### src/rtl/hmr_pkg.sv
// Package: shared widths for the half-word masked register bank.
// Assumes a 32-bit write word whose upper half is a per-bit write enable.
package hmr_pkg;
    localparam int HALF_W = 16;
    localparam int WORD_W = 2 * HALF_W;
    typedef logic [HALF_W-1:0] half_t;
    typedef logic [WORD_W-1:0] word_t;
endpackage

### src/rtl/hmr_decode.sv
// Module: hmr_decode
// Maps a byte offset to a register index. Group g, word w sits at
// g*GROUP_STRIDE + 4*w. The mode register at MODE_OFFSET takes the last index.
// Assumes GROUP_STRIDE is a power of two and at least 4*WORDS_PER_GROUP.
module hmr_decode #(
    parameter int ADDR_W          = 8,
    parameter int NUM_GROUPS      = 4,
    parameter int WORDS_PER_GROUP = 4,
    parameter int GROUP_STRIDE    = 16,
    parameter int MODE_OFFSET     = 64,
    localparam int NUM_REGS       = NUM_GROUPS * WORDS_PER_GROUP + 1,
    localparam int IDX_W          = $clog2(NUM_REGS)
) (
    input  logic [ADDR_W-1:0] addr,
    output logic              hit,
    output logic [IDX_W-1:0]  idx
);
    localparam int STRIDE_SH = $clog2(GROUP_STRIDE);

    logic [ADDR_W-1:0] grp;
    logic [ADDR_W-1:0] wrd;

    assign grp = addr >> STRIDE_SH;
    assign wrd = (addr & ADDR_W'(GROUP_STRIDE - 1)) >> 2;

    // Purpose: pick the mode register, a group word, or report no hit.
    always_comb begin
        hit = 1'b0;
        idx = '0;
        if (addr == ADDR_W'(MODE_OFFSET)) begin
            hit = 1'b1;
            idx = IDX_W'(NUM_REGS - 1);
        end else if (addr[1:0] == 2'b00 && grp < ADDR_W'(NUM_GROUPS) &&
                     wrd < ADDR_W'(WORDS_PER_GROUP)) begin
            hit = 1'b1;
            idx = IDX_W'(grp * ADDR_W'(WORDS_PER_GROUP) + wrd);
        end
    end
endmodule

### src/rtl/hmr_cell.sv
// Module: hmr_cell
// One 16-bit register. On a write, each bit loads its data bit only when the
// matching mask bit in the upper half is set. Synchronous active-low reset.
module hmr_cell
    import hmr_pkg::*;
(
    input  logic  clk,
    input  logic  rst_n,
    input  logic  we,
    input  word_t wdata,
    output half_t q
);
    half_t mask;
    half_t data;

    assign mask = wdata[WORD_W-1:HALF_W];
    assign data = wdata[HALF_W-1:0];

    // Purpose: clear on reset, otherwise update the enabled bits one by one.
    always_ff @(posedge clk) begin
        if (!rst_n) begin
            q <= '0;
        end else if (we) begin
            for (int i = 0; i < HALF_W; i++) begin
                if (mask[i]) q[i] <= data[i];
            end
        end
    end

    assert_masked_take_R1: assert property (@(posedge clk) disable iff (!rst_n)
        we |=> ((q & $past(mask)) == ($past(data) & $past(mask))));
    assert_unmasked_keep_R1: assert property (@(posedge clk) disable iff (!rst_n)
        we |=> (((q ^ $past(q)) & ~$past(mask)) == '0));
    assert_zero_mask_hold_R2: assert property (@(posedge clk) disable iff (!rst_n)
        (we && mask == '0) |=> $stable(q));
    assert_idle_hold_R8: assert property (@(posedge clk) disable iff (!rst_n)
        !we |=> $stable(q));
endmodule

### src/rtl/hmr_bank.sv
// Module: hmr_bank (top)
// Bank of half-word masked control registers: a group of words per clock
// generator and one shared mode register. Writes take effect at the clock
// edge. Reads are combinational, and the upper half always reads zero.
module hmr_bank
    import hmr_pkg::*;
#(
    parameter int ADDR_W          = 8,
    parameter int NUM_GROUPS      = 4,
    parameter int WORDS_PER_GROUP = 4,
    parameter int GROUP_STRIDE    = 16,
    parameter int MODE_OFFSET     = 64
) (
    input  logic              clk,
    input  logic              rst_n,
    input  logic              wr_en,
    input  logic [ADDR_W-1:0] wr_addr,
    input  logic [31:0]       wr_data,
    input  logic [ADDR_W-1:0] rd_addr,
    output logic [31:0]       rd_data
);
    localparam int NUM_REGS = NUM_GROUPS * WORDS_PER_GROUP + 1;
    localparam int IDX_W    = $clog2(NUM_REGS);

    logic                wr_hit;
    logic [IDX_W-1:0]    wr_idx;
    logic                rd_hit;
    logic [IDX_W-1:0]    rd_idx;
    logic [NUM_REGS-1:0] we_vec;
    half_t               regs [NUM_REGS];

    hmr_decode #(
        .ADDR_W(ADDR_W), .NUM_GROUPS(NUM_GROUPS),
        .WORDS_PER_GROUP(WORDS_PER_GROUP), .GROUP_STRIDE(GROUP_STRIDE),
        .MODE_OFFSET(MODE_OFFSET)
    ) u_wr_dec (.addr(wr_addr), .hit(wr_hit), .idx(wr_idx));

    hmr_decode #(
        .ADDR_W(ADDR_W), .NUM_GROUPS(NUM_GROUPS),
        .WORDS_PER_GROUP(WORDS_PER_GROUP), .GROUP_STRIDE(GROUP_STRIDE),
        .MODE_OFFSET(MODE_OFFSET)
    ) u_rd_dec (.addr(rd_addr), .hit(rd_hit), .idx(rd_idx));

    for (genvar r = 0; r < NUM_REGS; r++) begin : g_reg
        // Purpose: enable exactly the register the write address selects.
        assign we_vec[r] = wr_en && wr_hit && (wr_idx == IDX_W'(r));

        hmr_cell u_cell (
            .clk(clk), .rst_n(rst_n), .we(we_vec[r]),
            .wdata(wr_data), .q(regs[r])
        );
    end

    // Purpose: return the addressed register in the low half, zero otherwise.
    always_comb begin
        rd_data = '0;
        if (rd_hit) rd_data[HALF_W-1:0] = regs[rd_idx];
    end

    assert_one_target_R5: assert property (@(posedge clk) disable iff (!rst_n)
        $onehot0(we_vec));
    assert_unmapped_quiet_R7: assert property (@(posedge clk) disable iff (!rst_n)
        !wr_hit |-> (we_vec == '0));
    assert_strobe_low_quiet_R8: assert property (@(posedge clk) disable iff (!rst_n)
        !wr_en |-> (we_vec == '0));
endmodule

### config.mk
export PLATFORM = sky130hd
export DESIGN_NAME = hmr_bank
export DESIGN_NICKNAME = d
export VERILOG_FILES = /design/src/rtl/hmr_pkg.sv /design/src/rtl/hmr_decode.sv /design/src/rtl/hmr_cell.sv /design/src/rtl/hmr_bank.sv
export SDC_FILE = /design/constraint.sdc
export NUM_CORES = 1
export LEC_CHECK = 0
export BUFFER_PORTS_ARGS = -buffer_cell sky130_fd_sc_hd__buf_2
export CAP_MARGIN = 20
export CORE_MARGIN = 3
export CORE_UTILIZATION = 38
export CTS_CLUSTER_DIAMETER = 30
export DETAILED_ROUTE_END_ITERATION = 7
export PLACE_DENSITY_LB_ADDON = 0.05
export SLEW_MARGIN = 40
export SYNTH_ARGS = -nofsm -noshare
export SYNTH_HDL_FRONTEND = slang
export SYNTH_SLANG_ARGS = --single-unit
### constraint.sdc
create_clock -name clk -period 3 [get_ports clk]
set_clock_uncertainty 0.15 [all_clocks]
set_input_delay 0.6 -clock clk [delete_from_list [all_inputs] [get_ports clk]]
set_output_delay 0.6 -clock clk [all_outputs]
set_load 0.02 [all_outputs]
==> impl_results.md <==
- Run status: finished, violations left
- Violated checks: negative setup slack
- Largest registers ranked by flip-flop count: g.u_cell.q x272
- Seq cells post-synth: roughly 270
- Placeable Area: between 0.03 and 0.04 mm²
- CTS H-tree depth: 3
- CP Launch Point: rd_addr[1]
- Height of the chip: 203 µm
- Nets: 1873
- Leakage dissipation: approximately 8.6 nW
- Post-synthesis average cell area: approximately 8.6 µm²
- DRT Wirelength: about 58000 µm
- Die Width: a little over 200 µm
- Critical Path AT: about 2.4 ns
- Number of antenna violations at the first check in global routing: 3
- Unrepaired setup endpoints after global routing: yes
- Cell area power density: 650 mW/mm²
- Post-route non-filler standard cell count: 2392
- Total routing resource utilization after global routing: around 28%
- FF-to-FF path depth: 2
- HP Class: in -> reg
- Critical path endpoint: rd_data[6]
- Via count normalized by instance count: 5.65
- Number of distinct library cells after synthesis: 51
- Final hold violations: 0
- Hpwl dp: 35100 µm
- Top register by number of flip-flops: g.u_cell.q
- Hold buffers post-CTS: 0
- CTS tree: yes
- Upper clock frequency limit: approximately 320 MHz
- CP Data Required Time: between 2 and 2.5 ns
- Highest fanout seen on the critical path: 43
- Number of remaining DRC errors: 0
- Fin util: a little over half
- Area overhead of the layout relative to synthesis: 33.7%
- Final Slew Violations: 0
- CTS clock-pin slew for the worst setup and hold paths: ~0.04 ns
- Initial core utilization: 39.0%
- Number of core rows: ~70
- Num CTS Buffers: 80
- Max IR drop VDD: slightly below 500 µV
- Detail Route Antenna Nets: 0
- GR Overflow Total: 0
- Area of the mapped netlist: between 0.01 and 0.015 mm²
- Via count: about 14000
- Max clock buf depth: 3
- Sinks on Clock Net: between 200 and 300
- Asr flop ratio synth: 0%
- First-pass GRT wire length: 86600 µm
- Kind of start point of the critical path: input pin
- Origin of the critical flop-to-flop path: g_reg[5].u_cell.q[14]
- Clock latency on the worst-skew pair: between 0.5 and 0.6 ns
- Final critical delay including setup and external delays: 3.14 ns
- Max-slew headroom at the worst pin: between 40% and 50%
- Sequential fraction of the synthesis area: between 30 and 40%
- Slack of the worst reg-to-reg path: roughly 2.1 ns
- Number of cells on the worst hold path: 3
- Cells after DPL: approximately 2200
- Prevailing post-synth register cell: sky130_fd_sc_hd__dfxtp_1
- Endpoints failing setup: 16
- Number of global-route vias before repair: 13200
- First-pass iteration count of the detailed router: 5
- Final setup margin: -0.137 ns
- Number of input and output port buffers inserted: 66
- Post-Syn Instances: 1727
- Number of DRC markers after the initial detailed-route iteration: 1042
- Least-Margin Pin Slew: ~0.82 ns
- Kind of end point of the critical path: output pin
- Count of synthesis-stage warnings from yosys: 0
- Number of maximum-capacitance constraint violations: 0
- Final period utilization: 105%
- Die area: approximately 0.041 mm²
- RD Place Congestion: between 0.8 and 0.9
- Critical path class: in -> out
- End of the worst register-to-register path: g_reg[5].u_cell.q[14]
- Number of enable-type register cells in the synthesized netlist: 0
- CTS Root Buffer Type: sky130_fd_sc_hd__clkbuf_16
- Count of antenna diodes in the layout: 0
- Largest net degree at the start of global routing: 65
- Fraction of final layout cells with drive strength greater than 1: around 24%
- Detailed-route wire length per cell: roughly 24 µm
- Num ports: 83
- Number of flip-flops under the largest register name: 272
- Aggregate negative setup slack: -1.74 ns
==> Yosys cell counts (all sizes together) (2+ instances only) <==
cell,count,area [µm²]
buf,58,344
a21o,30,225
nor3b,2,15.0
o21ai,100,500
o21a,10,75.1
nor3,38,268
and3,11,68.8
or4,3,26.3
nand2b,4,25.0
a31oi,2,12.5
nand3b,3,22.5
and3b,2,17.5
o22ai,15,93.8
a32oi,15,131
mux2i,286,2860
nand3,58,290
or3,3,18.8
nor2b,82,513
clkbuf,140,526
a21boi,64,480
a221oi,31,397
nand4,80,500
nand2,357,1340
nor4,7,110
or4b,17,170
nor2,5,18.8
dfxtp,272,5450
or3b,4,35.0
mux2,18,203
==> layer usage <==
metal | GRT usage [%] | vias up | share of wire [%]
met5 | 0 | - | 0.017
met4 | 7.87 | 2 | 2.2
met3 | 5.67 | 96 | 7.1
met2 | 41.0 | 533 | 44
met1 | 40.2 | 6570 | 47
li1 | - | 6303 | -
==> cells by family (layout without fill, tap and decap cells) <==
logic type | count (synthesis) | in the layout | synth area share, %
AO/OA/AOI/OAI | 270 | 270 | 13.1
other | 1 | 16 | 0.0253
multiplexers | 304 | 304 | 20.7
flip-flops | 272 | 272 | 36.8
buffers and inverters | 200 | 339 | 5.92
AND/OR/NAND/NOR | 680 | 680 | 23.5
==> how the worst min path moves through the flow <==
stage,startpoint,endpoint
4_1_cts,wr_data[4],g_reg[13].u_cell.q[4]
3_5_place_dp,g_reg[11].u_cell.q[12],g_reg[11].u_cell.q[12]
2_1_floorplan,g_reg[6].u_cell.q[14],g_reg[6].u_cell.q[14]
3_3_place_gp,g_reg[2].u_cell.q[14],g_reg[2].u_cell.q[14]
5_1_grt,wr_data[2],g_reg[5].u_cell.q[2]
6_report,wr_data[11],g_reg[13].u_cell.q[11]
==> repair_timing <==
| action | 4_1_cts | 5_1_grt |
|---|---|---|
| endpoints found under the hold margin | 0 | 0 |
| resized for setup | 136 | 31 |
| buffers inserted | 3 | 1 |
| setup endpoints to repair | 16 | 16 |
| cloned | 1 | 2 |
| pin swaps | 19 | 21 |
==> worst max-delay path, cell delays in order <==
cell and delay (ns):
sky130_fd_sc_hd__buf_8 0.11, sky130_fd_sc_hd__or3_1 0.41, sky130_fd_sc_hd__buf_12 0.21, sky130_fd_sc_hd__o21ai_0 0.23
sky130_fd_sc_hd__a221oi_2 0.09, sky130_fd_sc_hd__or4b_4 0.57, sky130_fd_sc_hd__buf_6 0.15
==> area by class of cell <==
type / instances / area, µm²
Sequential cell: 272 / 5450
Clock buffer: 114 / 2370
Clock inverter: 27 / 363
Timing Repair Buffer: 196 / 1950
Tap cell: 511 / 639
Fill cell: 3571 / 18200
Multi-Input combinational cell: 1270 / 9030
Inverter: 2 / 7.51
==> layout by cell type, fill, tap and decap left out, types with 20 or more instances in the layout <==
master / n
sky130_fd_sc_hd__buf_4: 86
sky130_fd_sc_hd__clkbuf_16: 84
sky130_fd_sc_hd__buf_12: 31
sky130_fd_sc_hd__a21o_1: 30
sky130_fd_sc_hd__a21boi_1: 64
sky130_fd_sc_hd__a221oi_2: 30
sky130_fd_sc_hd__clkbuf_8: 20
sky130_fd_sc_hd__nor2b_1: 82
sky130_fd_sc_hd__nand3_1: 57
sky130_fd_sc_hd__nor3_1: 29
sky130_fd_sc_hd__mux2i_1: 281
sky130_fd_sc_hd__nand4_1: 80
sky130_fd_sc_hd__nand2_1: 357
sky130_fd_sc_hd__buf_6: 28
sky130_fd_sc_hd__buf_2: 43
sky130_fd_sc_hd__o21ai_1: 28
sky130_fd_sc_hd__dfxtp_1: 272
sky130_fd_sc_hd__o21ai_0: 65
==> through the flow <==
stage	hold WS (ns)	setup slack, ns	instance area (µm²)	total power (W)
finish	0.236	-0.137	19800	0.0129
global route	0.242	-0.164	19800	0.0132
CTS	0.214	-0.132	19600	0.0129
detailed placement	0.302	-0.318	16400	0.00439
global placement	0.293	-0.318	16400	0.00439
floorplan	0.284	0.0144	14900	0.00410
==> power by group <==
group	internal (W)	switching, W	leakage (nW)
clock network	0.00602	0.00246	1.36
logic	0.000237	0.000521	5.05
registers	0.00363	0.00000138	2.19
(Power assumes the default switching activity.)
